==> config.mk <==
export PLATFORM = sky130hd
export DESIGN_NAME = tx_retry_ctrl
export DESIGN_NICKNAME = d
export VERILOG_FILES = /design/src/rtl/tx_retry_pkg.sv /design/src/rtl/tx_byte_timer.sv /design/src/rtl/tx_attempt_ctr.sv /design/src/rtl/tx_carrier_mon.sv /design/src/rtl/tx_retry_ctrl.sv
export SDC_FILE = /design/constraint.sdc
export NUM_CORES = 1
export LEC_CHECK = 0
export ABC_AREA = 1
export CORE_MARGIN = 2
export CORE_UTILIZATION = 49
export CTS_CLUSTER_DIAMETER = 150
export DETAILED_ROUTE_END_ITERATION = 6
export GPL_TIMING_DRIVEN = 0
export HOLD_SLACK_MARGIN = 0.05
export MAX_ROUTING_LAYER = met4
export PLACE_DENSITY = 0.84
export REMOVE_ABC_BUFFERS = 1
export SLEW_MARGIN = 20
export SYNTH_ARGS = -nofsm -noshare
export SYNTH_HDL_FRONTEND = slang
export SYNTH_SLANG_ARGS = --single-unit
export TNS_END_PERCENT = 100
==> constraint.sdc <==
create_clock -name clk_i -period 1.7 [get_ports clk_i]
set_input_delay 0.34 -clock clk_i [delete_from_list [all_inputs] [get_ports clk_i]]
set_output_delay 0.34 -clock clk_i [all_outputs]
set_load 0.05 [all_outputs]
==> src/rtl/tx_retry_pkg.sv <==
package tx_retry_pkg;
  localparam int ST_W   = 16;
  localparam int ATT_W  = 5;
  localparam int CNT_W  = 4;
  localparam int FLAG_W = 6;

  typedef struct packed {
    logic [ATT_W-1:0]             attempts;
    logic [ST_W-ATT_W-FLAG_W-1:0] rsvd;
    logic                         ok;
    logic                         sixteen;
    logic                         late;
    logic                         carrier;
    logic                         underflow;
    logic                         coll;
  } tx_status_t;
endpackage

==> src/rtl/tx_byte_timer.sv <==
module tx_byte_timer #(
  parameter int LIMIT = 64
) (
  input  logic clk_i,
  input  logic rst_ni,
  input  logic clr_i,
  input  logic tick_i,
  output logic late_o
);
  localparam int W = $clog2(LIMIT + 2);
  localparam logic [W-1:0] SAT = W'(LIMIT + 1);

  logic [W-1:0] cnt_q;

  always_ff @(posedge clk_i or negedge rst_ni) begin
    if (!rst_ni)                   cnt_q <= '0;
    else if (clr_i)                cnt_q <= '0;
    else if (tick_i && cnt_q != SAT) cnt_q <= cnt_q + W'(1);
  end

  assign late_o = (cnt_q > W'(LIMIT));
endmodule

==> src/rtl/tx_attempt_ctr.sv <==
module tx_attempt_ctr #(
  parameter int W = 4
) (
  input  logic         clk_i,
  input  logic         rst_ni,
  input  logic         inc_i,
  input  logic         clr_i,
  output logic [W-1:0] cnt_o,
  output logic         last_o
);
  logic [W-1:0] cnt_q;

  // modulo 2**W: wraps on the last collision of a run
  always_ff @(posedge clk_i or negedge rst_ni) begin
    if (!rst_ni)     cnt_q <= '0;
    else if (inc_i)  cnt_q <= cnt_q + W'(1);
    else if (clr_i)  cnt_q <= '0;
  end

  assign cnt_o  = cnt_q;
  assign last_o = &cnt_q;
endmodule

==> src/rtl/tx_carrier_mon.sv <==
module tx_carrier_mon (
  input  logic clk_i,
  input  logic rst_ni,
  input  logic clr_i,
  input  logic act_i,
  input  logic crs_i,
  input  logic eof_i,
  output logic drop_o,
  output logic none_o
);
  logic seen_q;

  always_ff @(posedge clk_i or negedge rst_ni) begin
    if (!rst_ni)             seen_q <= 1'b0;
    else if (clr_i)          seen_q <= 1'b0;
    else if (act_i && crs_i) seen_q <= 1'b1;
  end

  assign drop_o = act_i && seen_q && !crs_i && !eof_i;
  assign none_o = act_i && eof_i && !seen_q && !crs_i;
endmodule

==> src/rtl/tx_retry_ctrl.sv <==
module tx_retry_ctrl
  import tx_retry_pkg::*;
#(
  parameter int LATE_BYTES = 64
) (
  input  logic              clk_i,
  input  logic              rst_ni,
  input  logic              tx_start_i,
  input  logic              byte_tick_i,
  input  logic              coll_i,
  input  logic              crs_i,
  input  logic              underflow_i,
  input  logic              eof_i,
  input  logic              one_try_i,
  input  logic              retry_clr_i,
  input  logic [FLAG_W-1:0] cmd_en_i,
  output logic              retry_o,
  output logic              flush_o,
  output logic              txrdy_o,
  output logic              backoff_o,
  output logic [ST_W-1:0]   tx_status_o,
  output logic              irq_o
);
  logic active_q, retry_q, flush_q, backoff_q, irq_q, load_q;
  tx_status_t st_q, st_n;

  logic start_ok, late_win, crs_drop, crs_none;
  logic [CNT_W-1:0] att_cnt;
  logic att_last;
  logic ev_coll, ev_late, ev_ncoll, ev_six, ev_und, ev_crs, ev_eof, ev_ok, ev_end, ev_retry;

  assign start_ok = tx_start_i && !active_q && !retry_q;

  tx_byte_timer #(.LIMIT(LATE_BYTES)) u_timer (
    .clk_i  (clk_i),
    .rst_ni (rst_ni),
    .clr_i  (start_ok),
    .tick_i (active_q && byte_tick_i),
    .late_o (late_win)
  );

  tx_attempt_ctr #(.W(CNT_W)) u_att (
    .clk_i  (clk_i),
    .rst_ni (rst_ni),
    .inc_i  (ev_ncoll),
    .clr_i  (ev_ok),
    .cnt_o  (att_cnt),
    .last_o (att_last)
  );

  tx_carrier_mon u_crs (
    .clk_i  (clk_i),
    .rst_ni (rst_ni),
    .clr_i  (start_ok),
    .act_i  (active_q),
    .crs_i  (crs_i),
    .eof_i  (eof_i),
    .drop_o (crs_drop),
    .none_o (crs_none)
  );

  assign ev_coll  = active_q && coll_i;
  assign ev_late  = ev_coll && late_win;
  assign ev_ncoll = ev_coll && !late_win;
  assign ev_six   = ev_ncoll && att_last;
  assign ev_und   = active_q && underflow_i;
  assign ev_crs   = crs_drop || crs_none;
  assign ev_eof   = active_q && eof_i;
  assign ev_ok    = ev_eof && !ev_coll && !ev_und && !ev_crs;
  assign ev_end   = ev_coll || ev_und || ev_crs || ev_eof;
  assign ev_retry = ev_und || ev_late || ev_crs || ev_six || (ev_ncoll && one_try_i);

  always_comb begin
    st_n           = '0;
    st_n.attempts  = ATT_W'(att_cnt) + ATT_W'(1);
    st_n.coll      = ev_ncoll;
    st_n.underflow = ev_und;
    st_n.carrier   = ev_crs;
    st_n.late      = ev_late;
    st_n.sixteen   = ev_six;
    st_n.ok        = ev_ok;
  end

  always_ff @(posedge clk_i or negedge rst_ni) begin
    if (!rst_ni) begin
      active_q  <= 1'b0;
      retry_q   <= 1'b0;
      flush_q   <= 1'b0;
      backoff_q <= 1'b0;
      irq_q     <= 1'b0;
      load_q    <= 1'b0;
      st_q      <= '0;
    end else begin
      if (start_ok)    active_q <= 1'b1;
      else if (ev_end) active_q <= 1'b0;
      if (ev_retry)         retry_q <= 1'b1;
      else if (retry_clr_i) retry_q <= 1'b0;
      flush_q   <= ev_retry;
      backoff_q <= ev_ncoll;
      load_q    <= ev_end;
      irq_q     <= ev_end && ((st_n[FLAG_W-1:0] & cmd_en_i) != '0);
      if (ev_end) st_q <= st_n;
    end
  end

  assign retry_o     = retry_q;
  assign flush_o     = flush_q;
  assign txrdy_o     = !retry_q;
  assign backoff_o   = backoff_q;
  assign tx_status_o = st_q;
  assign irq_o       = irq_q;
endmodule

# After elaboration in Yosys (flattened, before gate mapping)

Cells that the tools add are included.
W data, S select, Z words.

Add/sub/neg operators: 3
$lt $le $gt $ge: 1
Equality and inequality tests: 1
Muxes and demuxes: 10
Bitwise logic cells: 1
Reduce and logical (&&, ||, !) cells: 45

Operator list:

| operator              | number |
|---|---|
| $logic_and A1 B1 Y1   | 21 |
| $mux W7               | 2 |
| $reduce_bool A2 Y1    | 5 |
| $logic_not A1 Y1      | 9 |
| $logic_or A1 B1 Y1    | 8 |
| $mux W4               | 2 |
| $add A7 B1 Y7 const B | 1 |
| $gt A7 B7 Y1 const B  | 1 |
| $ne A7 B7 Y1 const B  | 1 |
| $and A6 B6 Y6         | 1 |
| $mux W1               | 6 |
| $reduce_bool A6 Y1    | 1 |
| $add A4 B1 Y5 const B | 1 |
| $add A4 B1 Y4 const B | 1 |
| $reduce_and A4 Y1     | 1 |

Bits in registers: 28
Output and inout port bits: 21
Word-level logic and storage cells: 76

# Depth between registers and ports, before layout

Gate-level depths: netlist of the first run.

Depth after elaboration: 9
Mapped depth: 9
Gate-level depth less buffers: 9

# Cells and area by module

Synthesis of the first run repeated with hierarchy kept, for this count alone.

Cell total of the unflattened synthesis: 201
Area total of the unflattened synthesis: 1585.3 µm²

By module, submodules not included:

| module         | times used | cells each | area an instance (µm²) | sequential area each (µm²) |
|---|---|---|---|---|
| tx_retry_ctrl  | 1          | 97         | 844.6                  | 400.4 |
| tx_byte_timer  | 1          | 64         | 464.2                  | 175.2 |
| tx_attempt_ctr | 1          | 29         | 209.0                  | 100.1 |
| tx_carrier_mon | 1          | 11         | 67.6                   | 25.0 |

# Worst setup path after synthesis of the first run

No wires, ideal clock.

Path kind: register -> register
From: reg retry_q (netlist: retry_o)
To: reg u_timer.cnt_q[4]
Setup time: 125 ps
Data arrival time: 1525 ps
Required time: 1575 ps
Path slack: 51 ps
Cell stages (with the launch flop): 6
Path buffers: 0
Clock period less this slack: 1649 ps
Cell sequence: dfrtp_1 -> inv_1 -> nand3_2 -> inv_1 -> nor2_4 -> o21ai_1

Cells in the longest elaborated chain, start to end: 3

RTL lines:

| element                                       | RTL line            | RTL |
|---|---|---|
| start, declared                               | tx_retry_ctrl.sv:24 | `logic active_q, retry_q, flush_q, backoff_q, irq_q, load_q;` |
| start signal, assigned                        | tx_retry_ctrl.sv:87 | `retry_q <= 1'b0;` |
| start signal, assigned                        | tx_retry_ctrl.sv:96 | `if (ev_retry) retry_q <= 1'b1;` |
| start signal, assigned                        | tx_retry_ctrl.sv:97 | `else if (retry_clr_i) retry_q <= 1'b0;` |
| $logic_not A1 Y1 *                            | -                   |  |
| net txrdy_o                                   | tx_retry_ctrl.sv:19 | `output logic txrdy_o,` |
| $logic_and A1 B1 Y1 *                         | tx_retry_ctrl.sv:32 | `assign start_ok = tx_start_i && !active_q && !retry_q;` |
| $mux W7 or $reduce_bool A2 Y1 (tied branches) | -                   |  |
| end signal, assigned                          | tx_byte_timer.sv:18 | `else if (tick_i && cnt_q != SAT) cnt_q <= cnt_q + W'(1);` |
| end, declared                                 | tx_byte_timer.sv:13 | `logic [W-1:0] cnt_q;` |

The timed path passes the listed nets; every way through them passes the cells marked *.
A chain may end at the register's enable or synchronous reset.

# Final worst setup path of the first run

From: reg st_q, in the netlist tx_status_o[15]
To: out tx_status_o[15]

RTL lines:

| element                | RTL line             | RTL |
|---|---|---|
| start, declared        | tx_retry_ctrl.sv:25  | `tx_status_t st_q, st_n;` |
| start signal, assigned | tx_retry_ctrl.sv:102 | `if (ev_end) st_q <= st_n;` |
| end, declared          | tx_retry_ctrl.sv:21  | `output logic [ST_W-1:0] tx_status_o,` |

No word-level cell between the ends.

==> flow_metrics.tcl, run 1 <==
set metrics [dict create \
    nNetsFinal 238 \
    final_antenna_net_count 0 \
    firstDrtPassIters 5 \
    synth-edff-count 0 \
    die_w_um 60.2 \
    syn_inst 183 \
    power_density_mw_per_mm2 1600 \
    grt_pass1_vias 1180 \
    die-area_mm2 0.00363 \
    irDropWorstVdd_mv 0.714 \
    yosysUniqueCellTypes 29 \
    final-hold-violation-count 0 \
    p_total_mw 3.08 \
    synth_seq_cells 28 \
    synth_seq_area_share 0.452 \
    fin_area_mm2 0.00192 \
    path_clk_slew_ns 0.16 \
    row_count 20 \
    start_kind "register" \
    cpMaxStageDelayCell "dlygate4sd2_1" \
    cp.required_ns 1.36 \
    drc 0 \
    cts_tree "built" \
    synth_area_mm2 0.00155 \
    slowest_delay_ns 0.54 \
    core_area_mm2 0.00303 \
    slew_headroom 0.591 \
    cp.arrival_ns 1.28 \
    holdWs_ns 0.515 \
    async_reset_ff_frac 1.00 \
    cp.buffers_inverters 1 \
    clockBufferDepth 2 \
    fin_crit_sh 0.950 \
    finalNonFillerCells 261 \
    num_vias 1268 \
    yosysTopAreaCell "dfrtp_1" \
    rsz0062_at_grt "false" \
    p_leak_nw 1.02 \
    drv_cap 0 \
    routabilityCongestion 0.875 \
    dpl.cell_count 256 \
    area_growth_pct 23.8 \
    first_iter_violations 25 \
    routed_wl_um 3050 \
    avgSynthCellArea_um2 8.47 \
    antenna_found_initial 0 \
    status "finished, final reports clean" \
    dp_slack_ns -0.0379 \
    grt_max_degree 29 \
    synth.top_cells.by_area "dfrtp_1 45%, nand2_1 11%, nand3_1 8.1%" \
    synth_top_area_frac 0.452 \
    fin_setup_tns_ns 0 \
    path_cells "dlygate4sd2_1" \
    cp_max_fo 2 \
    drive_gt1_frac 0.171 \
    cp-end-kind "output pin" \
    final_common_cell "nand2_1" \
    vias_per_cell 4.86 \
    n_antenna_cell 0 \
    portBuffers 31 \
    yosys_most_used_dff "dfrtp_1" \
    start_util 0.512 \
    cts.htree.levels 1 \
    gr-total-overflow 0 \
    layout_min_cycle_time_ns 1.62 \
    clockRootBuffer "clkbuf_4" \
    tightest_slew_ns 0.614 \
    post_drt_wl_per_cell_um 11.7 \
    cts_sinks 28 \
    yosysWarnings 0 \
    clkLatencyLatePin_ns 0.34 \
    skew_ns 0.00822 \
    grtUsageTotal 0.192 \
    fin_ws_ns 0.0850 \
    final_cell_mix "45 x nand2_1, 28 x dfrtp_1, 25 x nand3_1" \
    cp_top_family "buffers and inverters" \
    fmax_ghz 0.619 \
    finalSetupViolations 0 \
    die-height_um 60.2 \
    grt_pass1_wl_um 4950 \
    hold_path_class "reg2reg" \
    post_dp_cell_area_mm2 0.00188 \
    cts_buffers 3 \
    path_class "reg2out" \
    fill_cells 266 \
    drv_slew 0 \
    post-route-util 0.634 \
    dp_hpwl_um 2300 \
    io_pins 37 \
]
==> repair_timing <==
action / 4_1_cts / 5_1_grt
endpoints found under the hold margin: 28 / 0
buffers inserted: 0 / 0
hold buffers: 1 / 0
setup endpoints to repair: 16 / 1
resized for setup: 17 / 1
pin swaps: 0 / 0
==> worst paths after layout <==
| check | from | to | slack (ns) | depth (start not counted) |
|---|---|---|---|---|
| setup / recovery | tx_status_o[15] | tx_status_o[15] | 0.08 | 1 |
| setup reg to reg | u_timer.cnt_q[0] | u_att.cnt_o[0] | 0.23 | 7 |
| min in group asynchronous | rst_ni | backoff_o | 0.52 | 2 |
| max in group asynchronous | rst_ni | active_q | 0.78 | 2 |
| hold / removal | tx_status_o[1] | tx_status_o[1] | 0.51 | 2 |
| hold reg to reg | tx_status_o[1] | tx_status_o[1] | 0.51 | 2 |
==> cells in the mapped netlist (2+ instances only) <==
library cell  number
a21oi_2            3
buf_4              6
dfrtp_1           28
ha_1               4
inv_1             17
inv_2              4
inv_4              3
nand2_1           45
nand2_2            5
nand3_1           25
nand3_2            2
nand4_1            2
nor2_1            11
nor2_2             3
nor2_4             4
o21ai_0            5
o21ai_1            4
==> cells by family (layout without fill, tap and decap cells) <==
group,after synthesis,after routing,synth area share
DFF,28,28,0.452
adders and majority gates,4,4,0.0323
xor gates and xnor gates,2,2,0.0113
other,1,5,0.00242
AOI/OAI and AO/OA,17,17,0.0759
and+or+nand+nor,101,101,0.334
buffers and inverters,30,60,0.0920
==> final cells by class <==
class | instances | area [um2] | area share
inverter | 24 | 97.6 | 0.0508
timing repair buffer | 32 | 292 | 0.152
clock inverter | 1 | 30.0 | 0.0156
tap | 44 | 55.1 | 0.0287
clock buffer | 3 | 22.5 | 0.0117
multi-input combinational | 129 | 722 | 0.376
sequential | 28 | 701 | 0.365
==> state kept, by name, indices dropped and copies added (netlist names) <==
register,cells
u_att.cnt_o,4
active_q,1
u_timer.cnt_q,7
u_crs.seen_q,1
retry_o,1
flush_o,1
tx_status_o,11
backoff_o,1
irq_o,1
==> per-layer routing <==
layer / track usage / share of wire / up-vias / wire (um)
met5: - / 0 / - / 0
met4: 0.102 / 0.019 / 0 / 59
met3: 0.0238 / 0.064 / 6 / 196
met2: 0.307 / 0.46 / 44 / 1400
met1: 0.234 / 0.46 / 581 / 1390
li1: - / - / 637 / -
==> where the power goes <==
group / switching [mW] / internal (mW) / total, mW / leakage (nW)
Clock: 0.210 / 0.239 / 0.449 / 0.0279
Sequential: 0.165 / 0.875 / 1.04 / 0.364
Combinational: 1.14 / 0.455 / 1.59 / 0.625
Total: 1.51 / 1.57 / 3.08 / 1.02
(Power assumes the default switching activity.)
==> run 2, diff against run 1 <==
--- a/config.mk
+++ b/config.mk
@@ -10,7 +10,6 @@
 export CORE_UTILIZATION = 49
 export CTS_CLUSTER_DIAMETER = 150
 export DETAILED_ROUTE_END_ITERATION = 6
-export GPL_TIMING_DRIVEN = 0
 export HOLD_SLACK_MARGIN = 0.05
 export MAX_ROUTING_LAYER = met4
 export PLACE_DENSITY = 0.84
==> run 2 against run 1 <==
  * First-iteration DRC count increased to 2.9 times the previous value
  * Sequential share of layout area decreased by 0.26 points
  * Flip-flop and latch count unchanged
  * Fmax increased by 9.4%
  * Sequential power about the same
  * Clock power decreased by 2%
  * Die area unchanged
  * Combinational power increased by 8%
  * Critical path depth increased by 5
  * Via count increased by 1.2%
  * Non-clock buffer count increased by 2
==> flow_metrics.tcl, run 2 (synthesized netlist as in run 1, its figures left out) <==
set metrics [dict create \
    status "finished, final reports clean" \
    cts_hold_buf 0 \
    p_leak_nw 1.01 \
    row_count 20 \
    nNetsFinal 240 \
    gr-total-overflow 0 \
    final_antenna_net_count 0 \
    cp.arrival_ns 1.73 \
    start_kind "register" \
    area_growth_pct 24.7 \
    first_iter_violations 73 \
    dpl.cell_count 259 \
    n_antenna_cell 0 \
    final_cell_mix "45 x nand2_1, 28 x dfrtp_1, 25 x nand3_1" \
    clockBufferDepth 2 \
    final_common_cell "nand2_1" \
    fill_cells 267 \
    cts_sinks 28 \
    grt_max_degree 29 \
    start_util 0.512 \
    die_w_um 60.2 \
    grt_pass1_wl_um 5270 \
    post-route-util 0.638 \
    irDropWorstVdd_mv 0.606 \
    portBuffers 31 \
    layout_min_cycle_time_ns 1.48 \
    p_total_mw 3.22 \
    fmax_ghz 0.677 \
    grtUsageTotal 0.202 \
    clockRootBuffer "clkbuf_4" \
    cts_resized 0 \
    skew_ns 0.00774 \
    drv_cap 0 \
    num_vias 1283 \
    path_class "reg2reg" \
    grt_pass1_vias 1161 \
    cts_buffers 3 \
    vias_per_cell 4.88 \
    antenna_found_initial 0 \
    routabilityCongestion 0.875 \
    io_pins 37 \
    clkLatencyLatePin_ns 0.33 \
    path_clk_slew_ns 0.16 \
    cts_setup_buffers 0 \
    hold_path_class "in2async" \
    cts_tree "built" \
    final-hold-violation-count 0 \
    cts.htree.levels 1 \
    cp-end-kind "register" \
    drc 0 \
    cp_max_fo 9 \
    routed_wl_um 3350 \
    drv_slew 0 \
    fin_setup_tns_ns 0 \
    firstDrtPassIters 4 \
    cp.required_ns 1.95 \
    post_drt_wl_per_cell_um 12.7 \
    core_area_mm2 0.00303 \
    finalSetupViolations 0 \
    power_density_mw_per_mm2 1670 \
    drive_gt1_frac 0.247 \
    rsz0062_at_grt "false" \
    largest_reg_flops 11 \
    dp_hpwl_um 2400 \
    die-height_um 60.2 \
    fin_crit_sh 0.868 \
    finalNonFillerCells 263 \
    die-area_mm2 0.00363 \
]
[run 2: changes by cell type in the layout (fill, tap and decap cells not counted), sizes merged]
cell           delta
clkbuf            -1
dlygate4sd2      -15
dlygate4sd3       -1
buf              +18
clkdlybuf4s50     +1
[run 2: final timing paths]
kind	start	endpoint	slack [ns]	cells past startpoint
min reg2reg	tx_status_o[0]	tx_status_o[0]	0.53	2
max in group asynchronous	rst_ni	tx_status_o[4]	1.08	2
min	rst_ni	u_att.cnt_o[2]	0.36	2
max	u_timer.cnt_q[0]	tx_status_o[4]	0.22	6
max reg2reg	u_timer.cnt_q[0]	tx_status_o[4]	0.22	6
min in group clk_i	tx_status_o[0]	tx_status_o[0]	0.53	2
[run 2: where the power goes]
part,total (mW),switching [mW],internal [mW]
clock network,0.440,0.201,0.239
registers,1.06,0.183,0.876
logic,1.72,1.17,0.554
[run 2: worst max-delay path, stage by stage, from the launching register on]
cell	delay (ns)
dfrtp_1	0.45
inv_1	0.10
ha_1	0.20
nand3_1	0.10
o21ai_2	0.21
nand2_4	0.13
o21ai_0	0.20
[run 2: layer usage]
| metal | GRT usage | wire length [um] | up-vias |
|---|---|---|---|
| li1 | - | - | 648 |
| met1 | 0.274 | 1530 | 586 |
| met2 | 0.318 | 1590 | 41 |
| met3 | 0.0130 | 150 | 8 |
| met4 | 0.0762 | 74 | 0 |
| met5 | - | 0 | - |
[run 2: area by class of cell]
cell class | count | area (um2) | share of cell area
clock buffer | 3 | 22.5 | 0.0117
clock inverter | 1 | 30.0 | 0.0155
inverter | 24 | 97.6 | 0.0505
multi-input combinational | 129 | 722 | 0.373
sequential | 28 | 701 | 0.362
tap | 44 | 55.1 | 0.0285
timing repair buffer | 34 | 305 | 0.158
[run 2: per-stage QoR]
stage	hold slack [ns]	worst slack (ns)	cell area, um2
2_1_floorplan	0.0444	0.0509	1520
3_3_place_gp	0.501	0.0363	1880
3_5_place_dp	0.501	-0.00210	1880
4_1_cts	0.376	0.226	1930
5_1_grt	0.373	0.123	1930
6_report	0.356	0.224	1930
